### src/rtl/sweep_nco_pkg.sv
package sweep_nco_pkg;

  // Rational sine approximation over a quarter turn.
  // u in [0, n] maps to angle u/n * 90 degrees; result scaled to peak.
  function automatic int qsin_mag(input int u, input int n, input int peak);
    int v;
    int den;
    v   = u * (2 * n - u);
    den = 5 * n * n - v;
    return (4 * peak * v + den / 2) / den;
  endfunction

endpackage

### src/rtl/nco_prof_regs.sv
module nco_prof_regs #(
  parameter int NPROF = 4,
  parameter int FW    = 32,
  parameter int OW    = 14,
  parameter int RW    = 16,
  localparam int SW   = $clog2(NPROF)
) (
  input  logic          clk,
  input  logic          rst_n,
  input  logic          prof_we,
  input  logic [SW-1:0] prof_idx,
  input  logic [FW-1:0] prof_ftw,
  input  logic [OW-1:0] prof_poff,
  input  logic          ramp_we,
  input  logic [FW-1:0] ramp_delta,
  input  logic [RW-1:0] ramp_rate,
  input  logic          ramp_en,
  input  logic [SW-1:0] prof_sel,
  input  logic          fud,
  output logic [FW-1:0] load_ftw,
  output logic [OW-1:0] act_poff_sel,
  output logic [FW-1:0] act_delta,
  output logic [RW-1:0] act_rate,
  output logic          act_sweep,
  output logic [SW-1:0] act_sel
);

  logic [FW-1:0] stg_ftw  [NPROF];
  logic [OW-1:0] stg_poff [NPROF];
  logic [FW-1:0] act_ftw  [NPROF];
  logic [OW-1:0] act_poff [NPROF];

  logic [FW-1:0] stg_delta;
  logic [RW-1:0] stg_rate;
  logic          stg_sweep;

  for (genvar g = 0; g < NPROF; g++) begin : g_bank
    logic stg_ce;
    assign stg_ce = prof_we && (prof_idx == SW'(g));

    always_ff @(posedge clk or negedge rst_n) begin
      if (!rst_n) begin
        stg_ftw[g]  <= '0;
        stg_poff[g] <= '0;
      end else if (stg_ce) begin
        stg_ftw[g]  <= prof_ftw;
        stg_poff[g] <= prof_poff;
      end
    end

    always_ff @(posedge clk or negedge rst_n) begin
      if (!rst_n) begin
        act_ftw[g]  <= '0;
        act_poff[g] <= '0;
      end else if (fud) begin
        act_ftw[g]  <= stg_ftw[g];
        act_poff[g] <= stg_poff[g];
      end
    end
  end

  always_ff @(posedge clk or negedge rst_n) begin
    if (!rst_n) begin
      stg_delta <= '0;
      stg_rate  <= '0;
      stg_sweep <= 1'b0;
    end else if (ramp_we) begin
      stg_delta <= ramp_delta;
      stg_rate  <= ramp_rate;
      stg_sweep <= ramp_en;
    end
  end

  always_ff @(posedge clk or negedge rst_n) begin
    if (!rst_n) begin
      act_delta <= '0;
      act_rate  <= '0;
      act_sweep <= 1'b0;
      act_sel   <= '0;
    end else if (fud) begin
      act_delta <= stg_delta;
      act_rate  <= stg_rate;
      act_sweep <= stg_sweep;
      act_sel   <= prof_sel;
    end
  end

  // Tuning word that is active after this edge.
  always_comb begin
    load_ftw     = fud ? stg_ftw[prof_sel] : act_ftw[act_sel];
    act_poff_sel = act_poff[act_sel];
  end

endmodule

### src/rtl/nco_freq_ramp.sv
module nco_freq_ramp #(
  parameter int FW = 32,
  parameter int RW = 16
) (
  input  logic          clk,
  input  logic          rst_n,
  input  logic          load,
  input  logic [FW-1:0] load_ftw,
  input  logic          sweep,
  input  logic [FW-1:0] delta,
  input  logic [RW-1:0] rate,
  output logic [FW-1:0] cur_freq
);

  logic [RW-1:0]        tmr_q, tmr_n;
  logic [FW-1:0]        freq_n;
  logic signed [FW+1:0] sum;
  logic [FW-1:0]        clamped;
  logic                 step;

  always_comb begin
    sum = $signed({2'b00, cur_freq}) + $signed({{2{delta[FW-1]}}, delta});
    if (sum[FW+1])    clamped = '0;
    else if (sum[FW]) clamped = '1;
    else              clamped = sum[FW-1:0];

    step   = sweep && (tmr_q == rate);
    freq_n = cur_freq;
    tmr_n  = tmr_q;
    if (load) begin
      freq_n = load_ftw;
      tmr_n  = '0;
    end else if (sweep) begin
      if (step) begin
        freq_n = clamped;
        tmr_n  = '0;
      end else begin
        tmr_n = tmr_q + RW'(1);
      end
    end
  end

  always_ff @(posedge clk or negedge rst_n) begin
    if (!rst_n) begin
      cur_freq <= '0;
      tmr_q    <= '0;
    end else begin
      cur_freq <= freq_n;
      tmr_q    <= tmr_n;
    end
  end

endmodule

### src/rtl/nco_phase_acc.sv
module nco_phase_acc #(
  parameter int FW = 32,
  parameter int TW = 15,
  parameter int OW = 14
) (
  input  logic          clk,
  input  logic          rst_n,
  input  logic          clr,
  input  logic [FW-1:0] freq,
  input  logic [OW-1:0] poff,
  output logic [FW-1:0] phase_q,
  output logic [TW-1:0] pidx
);

  logic [FW-1:0] phase_n;

  always_comb begin
    phase_n = clr ? '0 : phase_q + freq;
    pidx    = phase_q[FW-1 -: TW] + {poff, {(TW-OW){1'b0}}};
  end

  always_ff @(posedge clk or negedge rst_n) begin
    if (!rst_n) phase_q <= '0;
    else        phase_q <= phase_n;
  end

endmodule

### src/rtl/nco_sine_lut.sv
module nco_sine_lut
  import sweep_nco_pkg::*;
#(
  parameter int TW = 15,
  parameter int AW = 10,
  parameter int LW = 6,
  localparam int OQ   = TW - 2,
  localparam int FRW  = OQ - LW,
  localparam int MW   = AW - 1,
  localparam int N    = 1 << LW,
  localparam int HALF = 1 << (AW - 1)
) (
  input  logic          clk,
  input  logic          rst_n,
  input  logic [TW-1:0] pidx,
  output logic [AW-1:0] amp_q
);

  logic [MW-1:0]       rom [N+2];
  logic [1:0]          quad;
  logic [OQ:0]         off_m;
  logic [LW:0]         u;
  logic [FRW-1:0]      frac;
  logic [MW-1:0]       lo, hi, mag;
  logic [MW+FRW-1:0]   prod;
  logic [AW-1:0]       amp_n;

  for (genvar g = 0; g < N + 2; g++) begin : g_rom
    assign rom[g] = MW'(qsin_mag((g > N) ? N : g, N, HALF - 1));
  end

  always_comb begin
    quad  = pidx[TW-1 -: 2];
    off_m = quad[0] ? ((OQ+1)'(1 << OQ) - {1'b0, pidx[OQ-1:0]})
                    : {1'b0, pidx[OQ-1:0]};
    u     = off_m[OQ -: LW+1];
    frac  = off_m[FRW-1:0];
    lo    = rom[u];
    hi    = rom[u + (LW+1)'(1)];
    prod  = (hi - lo) * frac;
    mag   = lo + prod[MW+FRW-1 -: MW];
    amp_n = quad[1] ? AW'(HALF) - {1'b0, mag} : AW'(HALF) + {1'b0, mag};
  end

  always_ff @(posedge clk or negedge rst_n) begin
    if (!rst_n) amp_q <= AW'(HALF);
    else        amp_q <= amp_n;
  end

endmodule

### src/rtl/sweep_nco.sv
module sweep_nco #(
  parameter int NPROF = 4,
  parameter int FW    = 32,
  parameter int OW    = 14,
  parameter int RW    = 16,
  parameter int TW    = 15,
  parameter int AW    = 10,
  parameter int LW    = 6,
  localparam int SW   = $clog2(NPROF)
) (
  input  logic          clk,
  input  logic          rst_n,
  input  logic          prof_we,
  input  logic [SW-1:0] prof_idx,
  input  logic [FW-1:0] prof_ftw,
  input  logic [OW-1:0] prof_poff,
  input  logic          ramp_we,
  input  logic [FW-1:0] ramp_delta,
  input  logic [RW-1:0] ramp_rate,
  input  logic          ramp_en,
  input  logic [SW-1:0] prof_sel,
  input  logic          fud,
  input  logic          freq_clr,
  input  logic          phase_clr,
  output logic [FW-1:0] cur_freq,
  output logic [AW-1:0] amp_code
);

  logic [1:0]    rst_sync;
  logic          core_rst_n;
  logic [FW-1:0] load_ftw;
  logic [OW-1:0] act_poff_sel;
  logic [FW-1:0] act_delta;
  logic [RW-1:0] act_rate;
  logic          act_sweep;
  logic [SW-1:0] act_sel;
  logic [FW-1:0] phase_q;
  logic [TW-1:0] pidx;

  always_ff @(posedge clk or negedge rst_n) begin
    if (!rst_n) rst_sync <= 2'b00;
    else        rst_sync <= {rst_sync[0], 1'b1};
  end
  assign core_rst_n = rst_sync[1];

  nco_prof_regs #(.NPROF(NPROF), .FW(FW), .OW(OW), .RW(RW)) i_regs (
    .clk, .rst_n(core_rst_n),
    .prof_we, .prof_idx, .prof_ftw, .prof_poff,
    .ramp_we, .ramp_delta, .ramp_rate, .ramp_en,
    .prof_sel, .fud,
    .load_ftw, .act_poff_sel, .act_delta, .act_rate, .act_sweep, .act_sel
  );

  nco_freq_ramp #(.FW(FW), .RW(RW)) i_ramp (
    .clk, .rst_n(core_rst_n),
    .load(fud | freq_clr), .load_ftw,
    .sweep(act_sweep), .delta(act_delta), .rate(act_rate),
    .cur_freq
  );

  nco_phase_acc #(.FW(FW), .TW(TW), .OW(OW)) i_phase (
    .clk, .rst_n(core_rst_n),
    .clr(phase_clr), .freq(cur_freq), .poff(act_poff_sel),
    .phase_q, .pidx
  );

  nco_sine_lut #(.TW(TW), .AW(AW), .LW(LW)) i_lut (
    .clk, .rst_n(core_rst_n),
    .pidx, .amp_q(amp_code)
  );

endmodule

### config.mk
export PLATFORM = sky130hd
export DESIGN_NAME = sweep_nco
export DESIGN_NICKNAME = d
export VERILOG_FILES = /design/src/rtl/sweep_nco_pkg.sv /design/src/rtl/nco_prof_regs.sv /design/src/rtl/nco_freq_ramp.sv /design/src/rtl/nco_phase_acc.sv /design/src/rtl/nco_sine_lut.sv /design/src/rtl/sweep_nco.sv
export SDC_FILE = /design/constraint.sdc
export NUM_CORES = 1
export LEC_CHECK = 0
export BUFFER_PORTS_ARGS = -buffer_cell sky130_fd_sc_hd__buf_2
export CAP_MARGIN = 20
export CORE_MARGIN = 2
export CORE_UTILIZATION = 41
export CTS_CLUSTER_SIZE = 24
export DETAILED_ROUTE_END_ITERATION = 10
export PLACE_DENSITY = 0.6
export SYNTH_ARGS = -nofsm -noshare
export SYNTH_HDL_FRONTEND = slang
export SYNTH_HIERARCHICAL = 1
export SYNTH_SLANG_ARGS = --single-unit
### constraint.sdc
create_clock -name clk -period 16.7 [get_ports clk]
set_clock_uncertainty 0.05 [all_clocks]
set_input_delay 0 -clock clk [delete_from_list [all_inputs] [get_ports clk]]
set_output_delay 0 -clock clk [all_outputs]
set_load 0.03 [all_outputs]
==> flow_summary.toml <==
[status]
run_status = "completed"

[global_routing]
grt.overflow.total = 0
groute.usage.overall = 0.2069
pin_count_of_the_biggest_net_entering_global_routing = 203
grt_first_pass_wirelength_um = 137100
via_count_of_the_first_global_routing_pass = 24583
antenna_found_initial = 4

[synth]
yosys.area.top_type = "sky130_fd_sc_hd__dfrtp_1"
dominantRegCellSynth = "sky130_fd_sc_hd__dfrtp_1"
synth_top_cells_by_area = "sky130_fd_sc_hd__dfrtp_1 42%, sky130_fd_sc_hd__mux2_2 16%, sky130_fd_sc_hd__ha_1 5.4%"
netlist_area_um2 = 33390
synth-seq-cells = 560
synth_fp_nets = 3248
yosysSeqAreaShare = 0.4197
netlist-cell-type-count = 107
asyncSetResetFlopFracSynth = 1.000
postSynthCellCount = 2943
synth_edf_count = 0
syn_avg_cell_area_um2 = 11.35
synth_top_area_frac = 0.4189
ys.warnings.count = 6

[route]
via_per_inst = 5.607
routedWlPerCell_um = 20.41
dr.pass1.iters = 6
drt.antenna.violating_nets = 0
drcViolationCount = 0
drt_first_iter_violations = 1317
final_routed_wirelength_um = 86480
detailed_route_via_count = 23763

[timing]
min_period_over_period = 0.8890
drv_slew = 0
report.final.setup_viol = 0
tightest_pin_transition_ns = 1.100
relSlewSlack = 0.2664
layout_min_cycle_time_ns = 14.85
fin_setup_tns_ns = 0
number_of_failing_hold_endpoints_at_the_final_stage = 0
setup_repair_after_global_routing_missed_its_margin = "no"
timing.fmax_ghz = 0.06736

[setup_path]
criticalPathCategory = "reg -> reg"
crit_path_max_incr_delay_ns = 1.01
critPathMaxFanout = 44
critical_path.endpoint_type = "flip-flop"
crit_slowest_cell = "sky130_fd_sc_hd__dfrtp_4"
crit-reg2reg-capture = "i_lut/amp_q[8]"
r2r_cells = 56
crit_path_start_kind = "flip-flop"
r2r_setup_slack_ns = 1.85
critPathArrivalTime_ns = 15.26
worst_r2r_startpoint = "i_regs/act_sel[0]"
worst-endpoint-required_ns = 17.12

[floorplanning]
die_x_um = 289.4
core.rowCount = 104
die-height_um = 289.4
fp.coreArea_um2 = 80550
initial_utilization = 0.4145
design.portCount = 148
design.die.area_um2 = 83740

[clocking]
clock_h_tree_levels = 2
cts.root.buffer_cell = "sky130_fd_sc_hd__clkbuf_16"
tritoncts = "yes"
clk_pin_slew_worst_paths_ns = 0.06
numClockSinks = 560
post_cts_buffers = 0
worstSkewPairLatency_ns = 0.65
cts-buffers-inserted = 61
cts_max_path_buffers = 3

[place]
place_congestion = 0.9225
detailed_place_hpwl_um = 59730
port-buffer-count = 147

[min_path]
timing.hold.worst_path_depth = 3
worstHoldPathType = "in -> reg"
hold_path.startpoint = "ramp_delta[13]"
holdPathEnd = "i_regs/stg_delta[13]"

[flow_run]
max_cap_viol_count = 0

[finish]
layout_commonest_cell = "sky130_fd_sc_hd__dfrtp_1"
area_delta_synth_final_pct = 13.35
finalNetCount = 3429
layout-drive-gt1-share = 0.2694
mostFrequentLayoutCells = "557 x sky130_fd_sc_hd__dfrtp_1, 467 x sky130_fd_sc_hd__mux2_2, 205 x sky130_fd_sc_hd__nor2_1, 182 x sky130_fd_sc_hd__a21oi_1, 146 x sky130_fd_sc_hd__buf_2"
final cells by class:
class                      count  area, um^2
clock inverter                22       300.3
tap                         1060        1326
fill                        7316       42700
timing repair buffer         280        2023
clock buffer                  91        1759
sequential                   560       14020
antenna                        4       10.01
inverter                     117       439.2
multi-input combinational   2104       17970
flip-flops by register name (all words and copies together) (netlist names), 2 cells and up:
name,count
i_lut/amp_q,10
i_phase/phase_q,32
i_ramp/cur_freq,32
i_ramp/tmr_q,16
i_regs/act_delta,32
i_regs/act_ftw,128
i_regs/act_poff,56
i_regs/act_rate,16
i_regs/act_sel,2
i_regs/stg_delta,32
i_regs/stg_ftw,128
i_regs/stg_poff,56
i_regs/stg_rate,16
rst_sync,2
critical path, delay by kind of cell (launching register included):
kind | cells | cell delay [ns]
adder cells (fa/ha/maj) | 11 | 4.49
AO/OA/AOI/OAI | 20 | 3.94
XOR/XNOR | 9 | 2.24
AND/OR/NAND/NOR | 9 | 1.56
flip-flops | 1 | 1.01
buffers and inverters | 6 | 0.75
multiplexers | 1 | 0.60
cells in the mapped netlist (all sizes together) (12+ instances only):
cell / instances
o21a: 15
o21ai: 129
a21oi: 184
nor2b: 13
ha: 144
a21o: 35
o31ai: 15
fa: 55
or3: 17
nand2b: 17
o22a: 22
buf: 117
mux2i: 106
nor3: 40
or2: 21
o21bai: 13
nor2: 206
o211ai: 18
nand4: 20
clkbuf: 42
inv: 116
xnor2: 99
mux2: 469
nand3: 42
a31oi: 12
nand2: 147
o221ai: 40
xor2: 41
dfrtp: 559
mux4: 29
a211oi: 18
worst max-delay path by stage:
stage,startpoint,depth (start not counted),slack [ns],end
after floorplan,i_regs/act_sel[0],60,3.33,i_lut/amp_q[8]
after global placement,i_regs/act_sel[0],56,2.25,i_lut/amp_q[8]
after detailed placement,i_regs/act_sel[0],56,1.93,i_lut/amp_q[8]
after CTS,i_regs/act_sel[0],56,1.86,i_lut/amp_q[8]
after global routing,i_regs/act_sel[0],56,0.79,i_lut/amp_q[8]
final,i_regs/act_sel[0],56,1.85,i_lut/amp_q[8]
per-stage QoR:
stage | utilization | cells | cell area (um^2) | hold slack [ns] | setup slack (ns)
2_1_floorplan | - | 2943 | 33390 | -0.3456 | 3.330
3_3_place_gp | 0.4316 | 4020 | 34770 | -0.2626 | 2.247
3_5_place_dp | 0.4316 | 4020 | 34770 | -0.2567 | 1.928
4_1_cts | 0.4696 | 4233 | 37830 | 0.02041 | 1.855
5_1_grt | 0.4698 | 4237 | 37850 | 0.06074 | 0.7859
6_report | 0.4699 | 4238 | 37850 | 0.05940 | 1.854
per-layer routing:
| metal | share of wire | GRT usage | vias to the layer above |
|---|---|---|---|
| li1 | - | - | 11031 |
| met1 | 0.43 | 0.2683 | 12034 |
| met2 | 0.49 | 0.3504 | 537 |
| met3 | 0.045 | 0.03220 | 159 |
| met4 | 0.032 | 0.07410 | 2 |
| met5 | 0.00015 | 0 | - |
what timing repair did:
action / 4_1_cts / 5_1_grt
gates resized for setup: 0 / 0
hold buffers: 100 / 0
hold endpoints to repair: 305 / 0
cell families (layout without fill, tap and decap cells):
logic type	Yosys count	in the layout	synth area share
DFF	560	560	0.4197
and+or+nand+nor	573	573	0.08071
AOI/OAI and AO/OA	586	586	0.1204
muxes	604	604	0.2102
buffers and inverters	279	510	0.04253
other	1	5	0.0001123
adders and majority gates	199	199	0.08693
xor gates and xnor gates	141	141	0.03946
Power is left out: the tool's default activity adds up to more than one toggle a clock period on the data nets, which glitch-free logic cannot reach.
